$ cat src/rtl/pkt_sync_pkg.sv
`timescale 1ns/1ps
package pkt_sync_pkg;
  localparam logic [7:0] LONG_SYNC     = 8'h47;
  localparam logic [7:0] LONG_SYNC_INV = ~8'h47;
  localparam logic [7:0] SHORT_SYNC    = 8'h1D;

  typedef enum logic [1:0] {
    MATCH_NONE,
    MATCH_PLAIN,
    MATCH_GROUP
  } match_e;
endpackage

$ cat src/rtl/pkt_sync_match.sv
`timescale 1ns/1ps
module pkt_sync_match
  import pkt_sync_pkg::*;
(
  input  logic [7:0] data_i,
  input  logic       mode_dss_i,
  output match_e     match_o
);
  always_comb begin
    match_o = MATCH_NONE;
    if (mode_dss_i) begin
      if (data_i == SHORT_SYNC) match_o = MATCH_PLAIN;
    end else if (data_i == LONG_SYNC) begin
      match_o = MATCH_PLAIN;
    end else if (data_i == LONG_SYNC_INV) begin
      match_o = MATCH_GROUP;
    end
  end
endmodule

$ cat src/rtl/pkt_pos_ctr.sv
`timescale 1ns/1ps
module pkt_pos_ctr #(
  parameter int unsigned LEN_LONG  = 204,
  parameter int unsigned LEN_SHORT = 147
) (
  input  logic clk_i,
  input  logic rst_ni,
  input  logic srst_i,
  input  logic mode_dss_i,
  input  logic load_i,
  input  logic step_i,
  output logic at_slot_o
);
  localparam int unsigned MAX_LEN = (LEN_LONG > LEN_SHORT) ? LEN_LONG : LEN_SHORT;
  localparam int unsigned POS_W   = $clog2(MAX_LEN);

  logic [POS_W-1:0] pos_q, last;

  assign last      = mode_dss_i ? POS_W'(LEN_SHORT - 1) : POS_W'(LEN_LONG - 1);
  assign at_slot_o = (pos_q == '0);

  always_ff @(posedge clk_i or negedge rst_ni) begin
    if (!rst_ni)          pos_q <= '0;
    else if (srst_i)      pos_q <= '0;
    else if (load_i)      pos_q <= POS_W'(1);
    else if (step_i)      pos_q <= (pos_q >= last) ? '0 : pos_q + 1'b1;
  end


  pos_hold_chk: assert property (@(posedge clk_i) disable iff (!rst_ni)
    !srst_i && !load_i && !step_i |=> $stable(pos_q));
endmodule

$ cat src/rtl/pkt_lock_ctr.sv
`timescale 1ns/1ps
module pkt_lock_ctr #(
  parameter int unsigned CNT_W = 4
) (
  input  logic             clk_i,
  input  logic             rst_ni,
  input  logic             srst_i,
  input  logic [CNT_W-1:0] ceil_i,
  input  logic             up_i,
  input  logic             down_i,
  output logic             zero_o,
  output logic             lock_o
);
  logic [CNT_W-1:0] cnt_q, cnt_d, ceil_eff;
  logic             lock_q, lock_d;

  assign ceil_eff = (ceil_i == '0) ? CNT_W'(1) : ceil_i;
  assign zero_o   = (cnt_q == '0);
  assign lock_o   = lock_q;

  always_comb begin
    cnt_d = cnt_q;
    if (up_i) begin
      if (cnt_q < ceil_eff) cnt_d = cnt_q + 1'b1;
    end else if (down_i) begin
      if (cnt_q != '0) cnt_d = cnt_q - 1'b1;
    end
    lock_d = lock_q;
    if (cnt_d == ceil_eff)  lock_d = 1'b1;
    else if (cnt_d == '0)   lock_d = 1'b0;
  end

  always_ff @(posedge clk_i or negedge rst_ni) begin
    if (!rst_ni) begin
      cnt_q  <= '0;
      lock_q <= 1'b0;
    end else if (srst_i) begin
      cnt_q  <= '0;
      lock_q <= 1'b0;
    end else begin
      cnt_q  <= cnt_d;
      lock_q <= lock_d;
    end
  end


  no_overflow_chk: assert property (@(posedge clk_i) disable iff (!rst_ni)
    cnt_q <= ceil_eff);

  unit_step_chk: assert property (@(posedge clk_i) disable iff (!rst_ni)
    !$past(srst_i) && (cnt_q != $past(cnt_q)) |->
      (cnt_q == $past(cnt_q) + 1'b1) || (cnt_q + 1'b1 == $past(cnt_q)));

  lock_rise_chk: assert property (@(posedge clk_i) disable iff (!rst_ni)
    $rose(lock_q) |-> cnt_q == ceil_eff);

  lock_fall_chk: assert property (@(posedge clk_i) disable iff (!rst_ni)
    $fell(lock_q) |-> cnt_q == '0);
endmodule

$ cat src/rtl/pkt_sync_lock.sv
`timescale 1ns/1ps
module pkt_sync_lock
  import pkt_sync_pkg::*;
#(
  parameter int unsigned CNT_W     = 4,
  parameter int unsigned LEN_LONG  = 204,
  parameter int unsigned LEN_SHORT = 147,
  parameter int unsigned GROUP_LEN = 8
) (
  input  logic             clk_i,
  input  logic             rst_ni,
  input  logic             srst_i,
  input  logic             valid_i,
  input  logic [7:0]       data_i,
  input  logic             mode_dss_i,
  input  logic [CNT_W-1:0] thresh_i,
  output logic             lock_o,
  output logic             pkt_start_o,
  output logic [2:0]       pkt_idx_o
);
  localparam int unsigned IDX_W = $clog2(GROUP_LEN);

  match_e           match;
  logic             is_sync, zero, at_slot;
  logic             hunt_hit, slot, up, down;
  logic             start_q;
  logic [IDX_W-1:0] idx_q;

  pkt_sync_match u_match (
    .data_i     (data_i),
    .mode_dss_i (mode_dss_i),
    .match_o    (match)
  );

  pkt_pos_ctr #(
    .LEN_LONG  (LEN_LONG),
    .LEN_SHORT (LEN_SHORT)
  ) u_pos (
    .clk_i      (clk_i),
    .rst_ni     (rst_ni),
    .srst_i     (srst_i),
    .mode_dss_i (mode_dss_i),
    .load_i     (hunt_hit),
    .step_i     (valid_i && !zero),
    .at_slot_o  (at_slot)
  );

  pkt_lock_ctr #(.CNT_W(CNT_W)) u_lock (
    .clk_i  (clk_i),
    .rst_ni (rst_ni),
    .srst_i (srst_i),
    .ceil_i (thresh_i),
    .up_i   (up),
    .down_i (down),
    .zero_o (zero),
    .lock_o (lock_o)
  );

  assign is_sync  = (match != MATCH_NONE);
  assign hunt_hit = valid_i && zero && is_sync;
  assign slot     = valid_i && !zero && at_slot;
  assign up       = hunt_hit || (slot && is_sync);
  assign down     = slot && !is_sync;

  always_ff @(posedge clk_i or negedge rst_ni) begin
    if (!rst_ni) begin
      start_q <= 1'b0;
      idx_q   <= '0;
    end else if (srst_i) begin
      start_q <= 1'b0;
      idx_q   <= '0;
    end else begin
      start_q <= up;
      if (hunt_hit || slot)
        idx_q <= (match == MATCH_GROUP || idx_q == IDX_W'(GROUP_LEN - 1)) ? '0 : idx_q + 1'b1;
    end
  end

  assign pkt_start_o = start_q;
  assign pkt_idx_o   = 3'(idx_q);


  hunt_chk: assert property (@(posedge clk_i) disable iff (!rst_ni)
    !srst_i && valid_i && zero && is_sync |=> pkt_start_o);

  start_valid_chk: assert property (@(posedge clk_i) disable iff (!rst_ni)
    pkt_start_o |-> $past(valid_i));

  group_idx_chk: assert property (@(posedge clk_i) disable iff (!rst_ni)
    pkt_start_o && $past(!mode_dss_i && data_i == 8'hB8) |-> pkt_idx_o == 3'd0);

  idle_chk: assert property (@(posedge clk_i) disable iff (!rst_ni)
    !valid_i && !srst_i |=> !pkt_start_o && $stable(pkt_idx_o) && $stable(lock_o));
endmodule

$ cat config.mk
export PLATFORM = sky130hd
export DESIGN_NAME = pkt_sync_lock
export DESIGN_NICKNAME = d
export VERILOG_FILES = /design/src/rtl/pkt_sync_pkg.sv /design/src/rtl/pkt_sync_match.sv /design/src/rtl/pkt_pos_ctr.sv /design/src/rtl/pkt_lock_ctr.sv /design/src/rtl/pkt_sync_lock.sv
export SDC_FILE = /design/constraint.sdc
export NUM_CORES = 1
export LEC_CHECK = 0
export BUFFER_PORTS_ARGS = -buffer_cell sky130_fd_sc_hd__buf_2
export CAP_MARGIN = 20
export CORE_MARGIN = 5
export CORE_UTILIZATION = 52
export DETAILED_ROUTE_END_ITERATION = 16
export HOLD_SLACK_MARGIN = 0.06
export PLACE_DENSITY = 0.75
export SLEW_MARGIN = 40
export SYNTH_ARGS = -nofsm -noshare
export SYNTH_HDL_FRONTEND = slang
export SYNTH_HIERARCHICAL = 1
export SYNTH_SLANG_ARGS = --single-unit
$ cat constraint.sdc
create_clock -name clk_i -period 2.9 [get_ports clk_i]
set_input_delay 0.58 -clock clk_i [delete_from_list [all_inputs] [get_ports clk_i]]
set_output_delay 0.58 -clock clk_i [all_outputs]
set_load 0.02 [all_outputs]
==> results of run 1 <==
-- through the flow --
stage | hold slack, ns | setup TNS, ns | util, %
after floorplan | 0.284 | -0.0453 | -
after global placement | 0.514 | -0.831 | 67.8
after detailed placement | 0.529 | -1.03 | 67.8
after CTS | 0.187 | -1.10 | 72.4
after global routing | 0.193 | -1.13 | 74.5
final | 0.181 | -0.797 | 74.5
-- how the worst max path moves through the flow --
stage                    end
5_1_grt        u_lock/lock_o
3_5_place_dp   u_lock/lock_o
3_3_place_gp   u_lock/lock_o
6_report       u_lock/lock_o
2_1_floorplan  u_lock/lock_o
4_1_cts        u_lock/lock_o
-- final cells by class --
cell class / count / area, um2 / share of cell area, %
multi-input combinational: 154 / 1350 / 58.9
inverter: 11 / 41.3 / 1.80
sequential: 17 / 425 / 18.6
clock inverter: 1 / 7.51 / 0.328
tap: 44 / 55.1 / 2.40
clock buffer: 3 / 22.5 / 0.983
timing repair buffer: 58 / 390 / 17.0
-- state kept, by name, summed over array words and instances, names as in the netlist --
name / cells
u_pos/pos_q: 8
u_lock/cnt_q: 4
pkt_idx_o: 3
pkt_start_o: 1
u_lock/lock_o: 1
-- power breakdown --
group          internal (mW)  total [mW]  switching [mW]
Sequential             0.238       0.238        0.000448
Combinational         0.0368      0.0868          0.0500
Clock                 0.0526       0.141          0.0883
-- metal layers --
layer	vias to the layer above	wire length (um)
li1	820	-
met1	828	1980
met5	-	0
met3	13	287
met4	0	81
met2	66	2590
-- what timing repair did --
| item | in CTS | in global routing |
|---|---|---|
| setup endpoints to repair | 4 | 4 |
| gates resized for setup | 19 | 7 |
| pin swaps | 9 | 10 |
| setup buffers | 3 | 4 |
-- layout by cell type (no fill, tap or decap), types with 2 or more instances in the layout --
cell and instances:
buf_4 35, buf_2 21, nor2_1 18, dfrtp_1 17
ha_1 12, inv_1 8, nand2_1 8, nor2b_1 7
xnor2_1 6, nor3_1 6, nand3_1 6, nand2b_1 5
mux2i_1 4, o21ai_0 3, clkbuf_4 3, nor3b_1 3
nor4_4 3, inv_2 3, and3b_1 2, or4b_1 2
a21oi_1 2, nor4b_1 2, a21o_1 2, a211oi_4 2
a21oi_2 2, nand3b_1 2, o21a_1 2, o31ai_2 2
nand3_2 2, o211ai_2 2, buf_6 2, nor2_2 2
nand4_1 2, nor3_2 2, o21ai_1 2
-- critical path, stage by stage, from the launching register on --
cell and delay [ns]:
dfrtp_1 0.42, inv_2 0.08, ha_4 0.13, or4b_4 0.47, nor4_4 0.21, o221a_4 0.27
or3b_4 0.39, a311o_1 0.34, o211ai_1 0.12, nand3_1 0.16, nor4_4 0.33, a21oi_2 0.10
o211ai_2 0.13
-- cell families after synthesis --
| kind of cell | count (synthesis) | synth area share (%) |
|---|---|---|
| AOI/OAI and AO/OA | 41 | 22.2 |
| DFF | 17 | 25.2 |
| and+or+nand+nor | 88 | 33.3 |
| buffers and inverters | 13 | 2.97 |
| adders and majority gates | 13 | 9.64 |
| xor gates and xnor gates | 7 | 3.64 |
| muxes | 5 | 3.04 |
==> impl_metrics.csv, run 1 <==
group,metric,value,unit
synthesis,yosysSeqAreaShare,25.2,%
sta,fin_crit_sh,111,%
drt,drcViolationCount,0,
floorplanning,core,0.00308,mm2
synthesis,ys_top_cells_by_count,"nor2_1, dfrtp_1, ha_1, inv_1, nand2_1",
sta,worstMarginPinSlew,0.598,ns
worst_setup_path,cp_max_fo,6,
synthesis,synth.most_common_cell,"nor2_1",
grt,gr-total-overflow,0,
drt,num_vias,1727,
synthesis,syn_inst,184,
job,maxCapViolations,0,
synthesis,synth_ff_type,"dfrtp_1",
power,p_total,466,uW
clock_tree,clk_latency,0.31,ns
cells_and_area,final_nets,275,
worst_setup_path,rr_endpoint,"u_lock/lock_o",
sta,finalSetupViolations,4,
grt,gr-usage-met1,25.7,%
place,dpl_cell_area,0.00209,mm2
synthesis,syn_area,0.00169,mm2
grt,grt_pass1_wl,7.97,mm
cells_and_area,stdcell_count,288,
floorplanning,die_h,67.0,um
floorplanning,initial_core_util,54.8,%
floorplanning,dieWidth,67.0,um
cells_and_area,drive_gt1_share,41.8,%
worst_setup_path,r2r_slack,-0.33,ns
clock_tree,cts-root-buf,"clkbuf_4",
floorplanning,rows,20,
worst_setup_path,crit_start,"u_pos/pos_q[1]",
place,io_buffers,21,
power,ir_worst_vdd,0.199,mV
synthesis,synth_area_per_cell,9.17,um2
cells_and_area,diodes,0,
grt,grt_usage,23.4,%
worst_setup_path,critPathCaptureType,"register",
synthesis,synth-edff-count,0,
synthesis,yosys.area.top_type_share,25.2,%
synthesis,synth_nets,214,
grt,antenna_found_initial,0,
synthesis,synth.area.top_cells,"dfrtp_1, ha_1, nor2_1",
floorplanning,dieArea,0.00448,mm2
drt,firstDrtPassIters,6,
clock_tree,clockBufferDepth,2,
worst_setup_path,cp.arrival,3.47,ns
sta,fin_crit,3.23,ns
synthesis,yosys.area.top_type,"dfrtp_1",
run_status,failed_checks,"negative setup slack",
cells_and_area,final_area,0.00229,mm2
power,power_density,203,mW/mm2
grt,grt_pass1_vias,1815,
place,placed_cells,277,
clock_tree,tritoncts,"yes",
drt,drt-total-wl,4.93,mm
drt,vias_per_cell,6.00,
cells_and_area,nFillCells,233,
floorplanning,pin_count,22,
clock_tree,cts_buffers,3,
sta,max_freq,310,MHz
synthesis,synthDistinctLibCells,71,
synthesis,async_flop_share,100,%
place,hpwl,3.57,mm
sta,hold_violations,0,
clock_tree,cts_sinks,17,
place,dp_slack,-0.424,ns
run_status,status,"finished with violations",
sta,skew,0.00484,ns
worst_setup_path,r2r_start,"u_pos/pos_q[1]",
sta,maxSlewViolCount,0,
drt,drt_iter0_markers,123,
synthesis,ys_ff_latch,17,
clock_tree,cts.clk_slew.worst_paths,0.12,ns
power,leakagePower,1.02,nW
clock_tree,hold_buffers,0,
worst_setup_path,cp-start-kind,"register",
cells_and_area,syn_to_final_growth,35.9,%
synthesis,yosys_warnings,6,
grt,grt_use_met2,44.1,%
grt,grtUsageMet3,5.23,%
worst_setup_path,worstSetupPathType,"reg -> reg",
worst_setup_path,cp.required,3.14,ns
sta,slew_headroom,59.6,%
grt,grt_max_degree,19,
hold_path,hp-class,"in -> async",
grt,grt_busiest_layer,"met2",
drt,wl_per_cell,17.1,um
place,gp_congestion,0.886,
worst_setup_path,rr_worst_depth,12,
sta,fin_ws,-0.331,ns
sta,rsz0062_at_grt,"yes",
drt,ant_nets,0,
clock_tree,htree_levels,1,
No activity file was read; power rests on OpenSTA's default activity.
==> run 2, diff against run 1 <==
--- a/config.mk
+++ b/config.mk
@@ -12,6 +12,7 @@
 export DETAILED_ROUTE_END_ITERATION = 16
 export HOLD_SLACK_MARGIN = 0.06
 export PLACE_DENSITY = 0.75
+export REMOVE_ABC_BUFFERS = 1
 export SLEW_MARGIN = 40
 export SYNTH_ARGS = -nofsm -noshare
 export SYNTH_HDL_FRONTEND = slang
==> impl_metrics.csv, run 2 (synthesis results as in run 1) <==
group,metric,value,unit
sta,fin_crit_sh,109,%
worst_setup_path,cp-start-kind,"register",
sta,max_freq,315,MHz
place,hpwl,3.37,mm
place,dpl_cell_area,0.00207,mm2
worst_setup_path,cp.arrival,3.38,ns
clock_tree,cts_buffers,3,
worst_setup_path,worstSetupPathType,"reg -> reg",
grt,grt_usage,21.4,%
floorplanning,die_h,67.0,um
sta,maxSlewViolCount,0,
cells_and_area,syn_to_final_growth,33.2,%
worst_setup_path,cp_max_fo,5,
clock_tree,cts-root-buf,"clkbuf_4",
power,power_density,198,mW/mm2
floorplanning,rows,20,
run_status,failed_checks,"negative setup slack",
cells_and_area,largest-register,"u_pos/pos_q",
cells_and_area,stdcell_count,287,
cells_and_area,fin_util,73.0,%
power,ir_worst_vdd,0.196,mV
job,maxCapViolations,0,
clock_tree,cts_sinks,17,
drt,wl_per_cell,15.7,um
drt,ant_nets,0,
place,io_buffers,21,
sta,fin_ws,-0.275,ns
worst_setup_path,critPathCaptureType,"register",
power,leakagePower,1.02,nW
cells_and_area,largest_reg_flops,8,
sta,fin_crit,3.18,ns
drt,firstDrtPassIters,4,
floorplanning,initial_core_util,54.8,%
run_status,status,"finished with violations",
drt,drt_iter0_markers,96,
drt,drcViolationCount,0,
worst_setup_path,cp.required,3.11,ns
cells_and_area,nFillCells,224,
sta,slew_headroom,66.3,%
drt,vias_per_cell,5.93,
floorplanning,pin_count,22,
floorplanning,core,0.00308,mm2
grt,gr-total-overflow,0,
grt,grt_max_degree,19,
floorplanning,dieArea,0.00448,mm2
clock_tree,cts.clk_slew.worst_paths,0.11,ns
sta,worstMarginPinSlew,0.499,ns
drt,drt-total-wl,4.49,mm
grt,grt_pass1_vias,1674,
cells_and_area,final_nets,274,
place,dp_slack,-0.486,ns
clock_tree,htree_levels,1,
hold_path,hp-class,"in -> async",
cells_and_area,drive_gt1_share,41.2,%
place,placed_cells,278,
grt,antenna_found_initial,0,
floorplanning,dieWidth,67.0,um
cells_and_area,layout_common_cells,"buf_4, buf_2, nor2_1",
clock_tree,clk_latency,0.29,ns
cells_and_area,diodes,0,
place,gp_congestion,0.915,
clock_tree,clockBufferDepth,2,
clock_tree,tritoncts,"yes",
power,p_total,445,uW
cells_and_area,layout.cells.most_common,"buf_4",
sta,hold_violations,0,
sta,finalSetupViolations,3,
cells_and_area,final_area,0.00225,mm2
grt,grt_pass1_wl,7.36,mm
drt,num_vias,1702,
sta,skew,0.0167,ns
sta,rsz0062_at_grt,"yes",
-- run 2: per-stage QoR --
step | TNS [ns] | hold WS, ns
global placement | -1.00 | 0.519
detailed placement | -1.19 | 0.520
floorplan | -0.225 | 0.284
finish | -0.552 | 0.183
CTS | -0.529 | 0.191
global route | -0.937 | 0.199
-- run 2: power by group --
| group | internal, mW | switching, mW | total [mW] |
|---|---|---|---|
| combinational | 0.0333 | 0.0465 | 0.0798 |
| sequential | 0.238 | 0.000419 | 0.238 |
| clock | 0.0534 | 0.0742 | 0.128 |
| total | 0.324 | 0.121 | 0.445 |
-- run 2: timing repair --
item / CTS / global route
buffers inserted: 2 / 4
setup endpoints to repair: 4 / 4
pin swaps: 4 / 2
resized for setup: 15 / 11
hold buffers: 0 / 0
-- run 2: final cells by class --
type	count	area [um2]	area share, %
timing repair buffer	57	379	16.9
tap	44	55.1	2.45
multi-input combinational	154	1320	58.7
clock buffer	4	26.3	1.17
inverter	11	41.3	1.84
sequential	17	425	18.9
-- run 2: layer usage --
layer  routed length, um  share of wire (%)  GRT usage (%)  vias up
met5                   0                  0              0        -
met4                  40               0.89           4.05        0
met2                2150                 48           35.8       55
met1                2110                 47           28.5      822
li1                    -                  -              -      821
met3                 198                4.4           4.05        4
-- run 2: critical path, stage by stage, from the launching register on --
cell and delay [ns]:
dfrtp_1 0.40, inv_2 0.08, ha_4 0.13, or4b_4 0.47
nor4_4 0.14, buf_4 0.16, and3_4 0.19, and4b_1 0.26
mux2_2 0.36, a311oi_2 0.26, nand3_1 0.13, nor4_2 0.22
a21oi_1 0.13, o211ai_2 0.15
-- run 2: worst paths after layout --
check | end | cells after the start | from | slack, ns
max reg2reg | u_lock/lock_o | 13 | u_pos/pos_q[0] | -0.28
min reg2reg | pkt_idx_o[2] | 2 | pkt_idx_o[2] | 0.59
min in group clk_i | pkt_idx_o[2] | 2 | pkt_idx_o[2] | 0.59
min | u_lock/cnt_q[1] | 1 | rst_ni | 0.18
max | u_lock/lock_o | 13 | u_pos/pos_q[0] | -0.28
max in group asynchronous | u_pos/pos_q[3] | 1 | rst_ni | 2.42
